<file path="config.mk">
export PLATFORM = sky130hd
export DESIGN_NAME = core_power_ctrl
export DESIGN_NICKNAME = d
export VERILOG_FILES = /design/src/rtl/cpc_pkg.sv /design/src/rtl/cpc_next_state.sv /design/src/rtl/cpc_enable_decode.sv /design/src/rtl/core_power_ctrl.sv
export SDC_FILE = /design/constraint.sdc
export NUM_CORES = 1
export LEC_CHECK = 0
export BUFFER_PORTS_ARGS = -buffer_cell sky130_fd_sc_hd__buf_2
export CORE_AREA = 2 2 39 41
export DETAILED_ROUTE_END_ITERATION = 10
export DIE_AREA = 0 0 41 43
export SLEW_MARGIN = 0
export SYNTH_ARGS = -nofsm -noshare
export SYNTH_HDL_FRONTEND = slang
export SYNTH_SLANG_ARGS = --single-unit
export TNS_END_PERCENT = 50
</file>
<file path="constraint.sdc">
create_clock -name clk -period 1.6 [get_ports clk]
set_input_delay 0.32 -clock clk [delete_from_list [all_inputs] [get_ports clk]]
set_output_delay 0.32 -clock clk [all_outputs]
set_load 0.01 [all_outputs]
</file>
<file path="src/rtl/cpc_pkg.sv">
package cpc_pkg;

   typedef enum logic [1:0] {
      ST_RUN   = 2'b00,
      ST_SLEEP = 2'b01,
      ST_DEEP  = 2'b10,
      ST_LOCK  = 2'b11
   } cpc_state_e;

   typedef struct packed {
      logic cpu_clk;
      logic sys_clk;
      logic pll;
      logic flash;
      logic exec;
   } cpc_en_t;

   localparam cpc_en_t CPC_EN_ALL = '{cpu_clk: 1'b1, sys_clk: 1'b1, pll: 1'b1,
                                      flash: 1'b1, exec: 1'b1};

endpackage

</file>
<file path="src/rtl/cpc_next_state.sv">
module cpc_next_state
   import cpc_pkg::*;
#(
   parameter int unsigned HCLS_W   = 2,
   parameter int unsigned NMI_CODE = 1,
   parameter int unsigned HF_CODE  = 2
) (
   input  cpc_state_e        cur_state,
   input  logic              cur_from_nmi,
   input  logic              wfi_req,
   input  logic              deep_sel,
   input  logic              wake_pend,
   input  logic              fault_stb,
   input  logic [HCLS_W-1:0] hdlr_cls,
   input  logic              nmi_stb,
   input  logic              halt_req,
   output cpc_state_e        nxt_state,
   output logic              nxt_from_nmi
);

   localparam logic [HCLS_W-1:0] CLS_NMI = HCLS_W'(NMI_CODE);
   localparam logic [HCLS_W-1:0] CLS_HF  = HCLS_W'(HF_CODE);

   logic in_nmi;
   logic in_hf;
   logic crit_fault;
   logic sleep_wake;
   logic lock_release;

   assign in_nmi       = (hdlr_cls == CLS_NMI);
   assign in_hf        = (hdlr_cls == CLS_HF);
   assign crit_fault   = fault_stb && (in_nmi || in_hf);
   assign sleep_wake   = wake_pend || nmi_stb || halt_req;
   assign lock_release = halt_req || (nmi_stb && !cur_from_nmi);

   always_comb begin
      nxt_state    = cur_state;
      nxt_from_nmi = cur_from_nmi;
      unique case (cur_state)
         ST_RUN: begin
            if (crit_fault) begin
               nxt_state    = ST_LOCK;
               nxt_from_nmi = in_nmi;
            end else if (wfi_req && !wake_pend) begin
               nxt_state = deep_sel ? ST_DEEP : ST_SLEEP;
            end
         end
         ST_SLEEP, ST_DEEP: begin
            if (sleep_wake) begin
               nxt_state = ST_RUN;
            end
         end
         ST_LOCK: begin
            if (lock_release) begin
               nxt_state    = ST_RUN;
               nxt_from_nmi = 1'b0;
            end
         end
         default: nxt_state = ST_RUN;
      endcase
   end

endmodule

</file>
<file path="src/rtl/cpc_enable_decode.sv">
module cpc_enable_decode
   import cpc_pkg::*;
(
   input  cpc_state_e st,
   output cpc_en_t    en
);

   always_comb begin
      en = CPC_EN_ALL;
      unique case (st)
         ST_RUN: en = CPC_EN_ALL;
         ST_SLEEP: begin
            en.cpu_clk = 1'b0;
            en.exec    = 1'b0;
         end
         ST_DEEP: begin
            en.cpu_clk = 1'b0;
            en.sys_clk = 1'b0;
            en.pll     = 1'b0;
            en.flash   = 1'b0;
            en.exec    = 1'b0;
         end
         ST_LOCK: en.exec = 1'b0;
         default: en = CPC_EN_ALL;
      endcase
   end

endmodule

</file>
<file path="src/rtl/core_power_ctrl.sv">
module core_power_ctrl
   import cpc_pkg::*;
#(
   parameter int unsigned HCLS_W      = 2,
   parameter int unsigned NMI_CODE    = 1,
   parameter int unsigned HF_CODE     = 2,
   parameter bit          REG_ENABLES = 1'b0
) (
   input  logic              clk,
   input  logic              rst_n,
   input  logic              wfi_req,
   input  logic              deep_sel,
   input  logic              wake_pend,
   input  logic              fault_stb,
   input  logic [HCLS_W-1:0] hdlr_cls,
   input  logic              nmi_stb,
   input  logic              halt_req,
   output logic              cpu_clk_en,
   output logic              sys_clk_en,
   output logic              pll_en,
   output logic              flash_en,
   output logic              exec_en,
   output logic [1:0]        state_o
);

   localparam int unsigned CLS_SPAN = 1 << HCLS_W;

   if (HCLS_W < 2) begin : g_bad_width
      $error("core_power_ctrl: HCLS_W must be at least 2");
   end
   if (NMI_CODE == 0 || HF_CODE == 0) begin : g_bad_zero
      $error("core_power_ctrl: handler code 0 is reserved for no handler");
   end
   if (NMI_CODE == HF_CODE) begin : g_bad_same
      $error("core_power_ctrl: NMI and HardFault codes must differ");
   end
   if (NMI_CODE >= CLS_SPAN || HF_CODE >= CLS_SPAN) begin : g_bad_range
      $error("core_power_ctrl: handler code does not fit HCLS_W");
   end

   cpc_state_e state_q;
   cpc_state_e state_d;
   logic       from_nmi_q;
   logic       from_nmi_d;
   cpc_en_t    en_out;

   cpc_next_state #(
      .HCLS_W   (HCLS_W),
      .NMI_CODE (NMI_CODE),
      .HF_CODE  (HF_CODE)
   ) u_next (
      .cur_state    (state_q),
      .cur_from_nmi (from_nmi_q),
      .wfi_req      (wfi_req),
      .deep_sel     (deep_sel),
      .wake_pend    (wake_pend),
      .fault_stb    (fault_stb),
      .hdlr_cls     (hdlr_cls),
      .nmi_stb      (nmi_stb),
      .halt_req     (halt_req),
      .nxt_state    (state_d),
      .nxt_from_nmi (from_nmi_d)
   );

   always_ff @(posedge clk or negedge rst_n) begin
      if (!rst_n) begin
         state_q    <= ST_RUN;
         from_nmi_q <= 1'b0;
      end else begin
         state_q    <= state_d;
         from_nmi_q <= from_nmi_d;
      end
   end

   if (REG_ENABLES) begin : g_en_flop
      cpc_en_t en_d;
      cpc_en_t en_q;

      cpc_enable_decode u_dec (
         .st (state_d),
         .en (en_d)
      );

      always_ff @(posedge clk or negedge rst_n) begin
         if (!rst_n) begin
            en_q <= CPC_EN_ALL;
         end else begin
            en_q <= en_d;
         end
      end

      assign en_out = en_q;
   end else begin : g_en_comb
      cpc_enable_decode u_dec (
         .st (state_q),
         .en (en_out)
      );
   end

   assign cpu_clk_en = en_out.cpu_clk;
   assign sys_clk_en = en_out.sys_clk;
   assign pll_en     = en_out.pll;
   assign flash_en   = en_out.flash;
   assign exec_en    = en_out.exec;
   assign state_o    = state_q;

endmodule

</file>
==> flow_metrics.py <==
metrics = {
    "worst_setup_path": {
        "worstPathRequired_ns": 1.28,
        "path_delay_family": "flip-flops",
        "crit_type": "flip-flop to output port",
        "critPathBufInv": 2,
        "crit_path_top_delay_cell": "dfrtp_1",
        "cp-end-kind": "output port",
        "critPathMaxFanout": 6,
        "slowest_delay_ns": 0.38,
        "critPathLaunchType": "flip-flop",
        "cp.arrival_ns": 1.16,
        "worstPathCellList": "inv_1 > ha_1 > buf_2",
    },
    "final_layout": {
        "syn_to_final_growth_pct": 43.3,
        "final_common_cell": "buf_2",
        "final_cell_mix": "buf_2, inv_1, ha_1",
        "layout.cells.non_filler": 67,
        "drive_above_1_share_pct": 43.1,
        "final_util_pct": 29.0,
        "layout.nets": 66,
        "insertedDiodeCount": 0,
    },
    "logic_synthesis": {
        "ys_seq_area_share_pct": 26.8,
        "syn-instance-count": 32,
        "syn_area_per_cell_um2": 8.76,
        "synth.ff_latch_count": 3,
        "yosysUniqueCellTypes": 12,
        "ys_warn_count": 0,
        "synth_nets": 46,
        "syn_area_um2": 280,
    },
    "routing": {
        "drt-vias-per-instance": 4.12,
        "first_pass_iters": 2,
        "antenna_left": 0,
        "drc": 0,
        "wirelength_um": 530,
        "wl_per_cell_um": 7.91,
        "drtIter0Drc": 1,
        "vias": 276,
    },
    "clocking": {
        "cts_sinks": 3,
        "cts_buffers": 3,
        "cts_max_path_buffers": 2,
        "cts-root-buf": "clkbuf_4",
        "holdBufCountCts": 1,
        "tritoncts": "yes",
        "cts_max_level": 1,
        "ctsResizeCount": 0,
        "clk_latency_ns": 0.23,
        "path_clk_slew_ns": 0.04,
        "cts_setup_buffers": 0,
    },
    "global_routing": {
        "track_usage_pct": 7.75,
        "grt.overflow.total": 0,
        "grt_pass1_wl_um": 828,
        "antenna_found_initial": 0,
        "grt_pass1_vias": 223,
        "grt_start_max_net_pins": 7,
    },
    "power": {
        "p_leak_uw": 0.000223,
        "ir_drop_v": 0.000375,
        "power.density_nw_per_um2": 1610,
    },
    "place": {
        "pre_cts_slack_ns": 0.198,
        "placed_cells": 62,
        "gp_congestion": 0.729,
        "io_buffers": 16,
    },
    "die": {
        "die_y_um": 43,
        "start_util_pct": 20.3,
        "die_w_um": 41,
        "core_um2": 1380,
        "rows": 14,
        "die_area_um2": 1760,
        "pin_count": 17,
    },
    "run_status": {
        "status": "finished, final reports clean",
    },
    "hold_path": {
        "holdCritPathClass": "input pin to flip-flop",
    },
    "timing": {
        "finClkSkew_ns": 0.00145,
        "slew_headroom_pct": 86.6,
        "fin_crit_ns": 1.48,
        "tightest_slew_ns": 0.199,
        "rsz0062_at_grt": "false",
        "fin_ws_ns": 0.115,
        "finalHoldViolCount": 0,
        "setup_viol_count_final": 0,
        "finalCritPeriodShare_pct": 92.8,
        "setup_tns_ns": 0,
        "report.final.slew_viol_count": 0,
        "fmax_ghz": 0.674,
        "whs_ns": 0.368,
    },
    "flow_run": {
        "max_cap_violations": 0,
    },
}
per-layer routing:
layer	track usage (%)	part of all wire (%)	vias to the layer above
met5	0	0	-
met4	10.0	3.4	0
met1	8.74	44	121
li1	-	-	140
met3	3.14	7.4	2
met2	9.06	45	13
cell usage after synthesis:
library cell  instances  area, µm²
nand2_1               3       11.3
o21ai_0               3       15.0
a22oi_2               1       12.5
buf_4                 2       15.0
dfrtp_1               3       75.1
nor2_1                1       3.75
o22ai_2               1       12.5
nand2b_1              3       18.8
mux2i_1               3       30.0
a22o_2                1       10.0
inv_1                 7       26.3
ha_1                  4       50.1
path summary, 6_finish.rpt:
path / end / slack (ns) / from / cells after the start
min: state_o[0] / 0.37 / deep_sel / 4
max reg2reg: state_o[1] / 0.26 / state_o[0] / 5
min in group asynchronous: state_o[0] / 0.41 / rst_n / 2
max in group asynchronous: from_nmi_q / 1.08 / rst_n / 2
min reg2reg: from_nmi_q / 0.54 / from_nmi_q / 1
max: exec_en / 0.12 / state_o[0] / 3
power by group:
part / internal, µW / switching, µW / leakage [µW]
registers: 107 / 23.1 / 0.0000386
logic: 177 / 203 / 0.000170
clock network: 93.6 / 41.2 / 0.0000150
final cells by class:
class / count / area, µm²
well taps: 16 / 20.0
clock buffers: 4 / 26.3
repair buffers: 17 / 90.1
multi-input cells: 20 / 164
fillers: 163 / 982
inverters: 7 / 26.3
flip-flops and latches: 3 / 75.1
through the flow:
step                power, µW  cell area (µm²)
global placement          512              365
floorplan                 412              280
finish                    645              402
CTS                       660              402
global route              715              402
detailed placement        519              365
state kept, by name, summed over array words and instances (netlist names):
| signal | cells |
|---|---|
| from_nmi_q | 1 |
| state_o | 2 |
kinds of logic after synthesis:
kind of cell,after synthesis,synth area share [%]
compound gates,6,17.9
buf+inv,9,14.7
mux,3,10.7
simple gates,7,12.1
flops,3,26.8
fa+ha+maj,4,17.9
worst min-delay path, stage by stage:
cell and delay (ns):
buf_2 0.08, nand2_1 0.04, nand2_1 0.06, mux2i_1 0.06
Note: power is estimated with default switching activity, not from simulation.
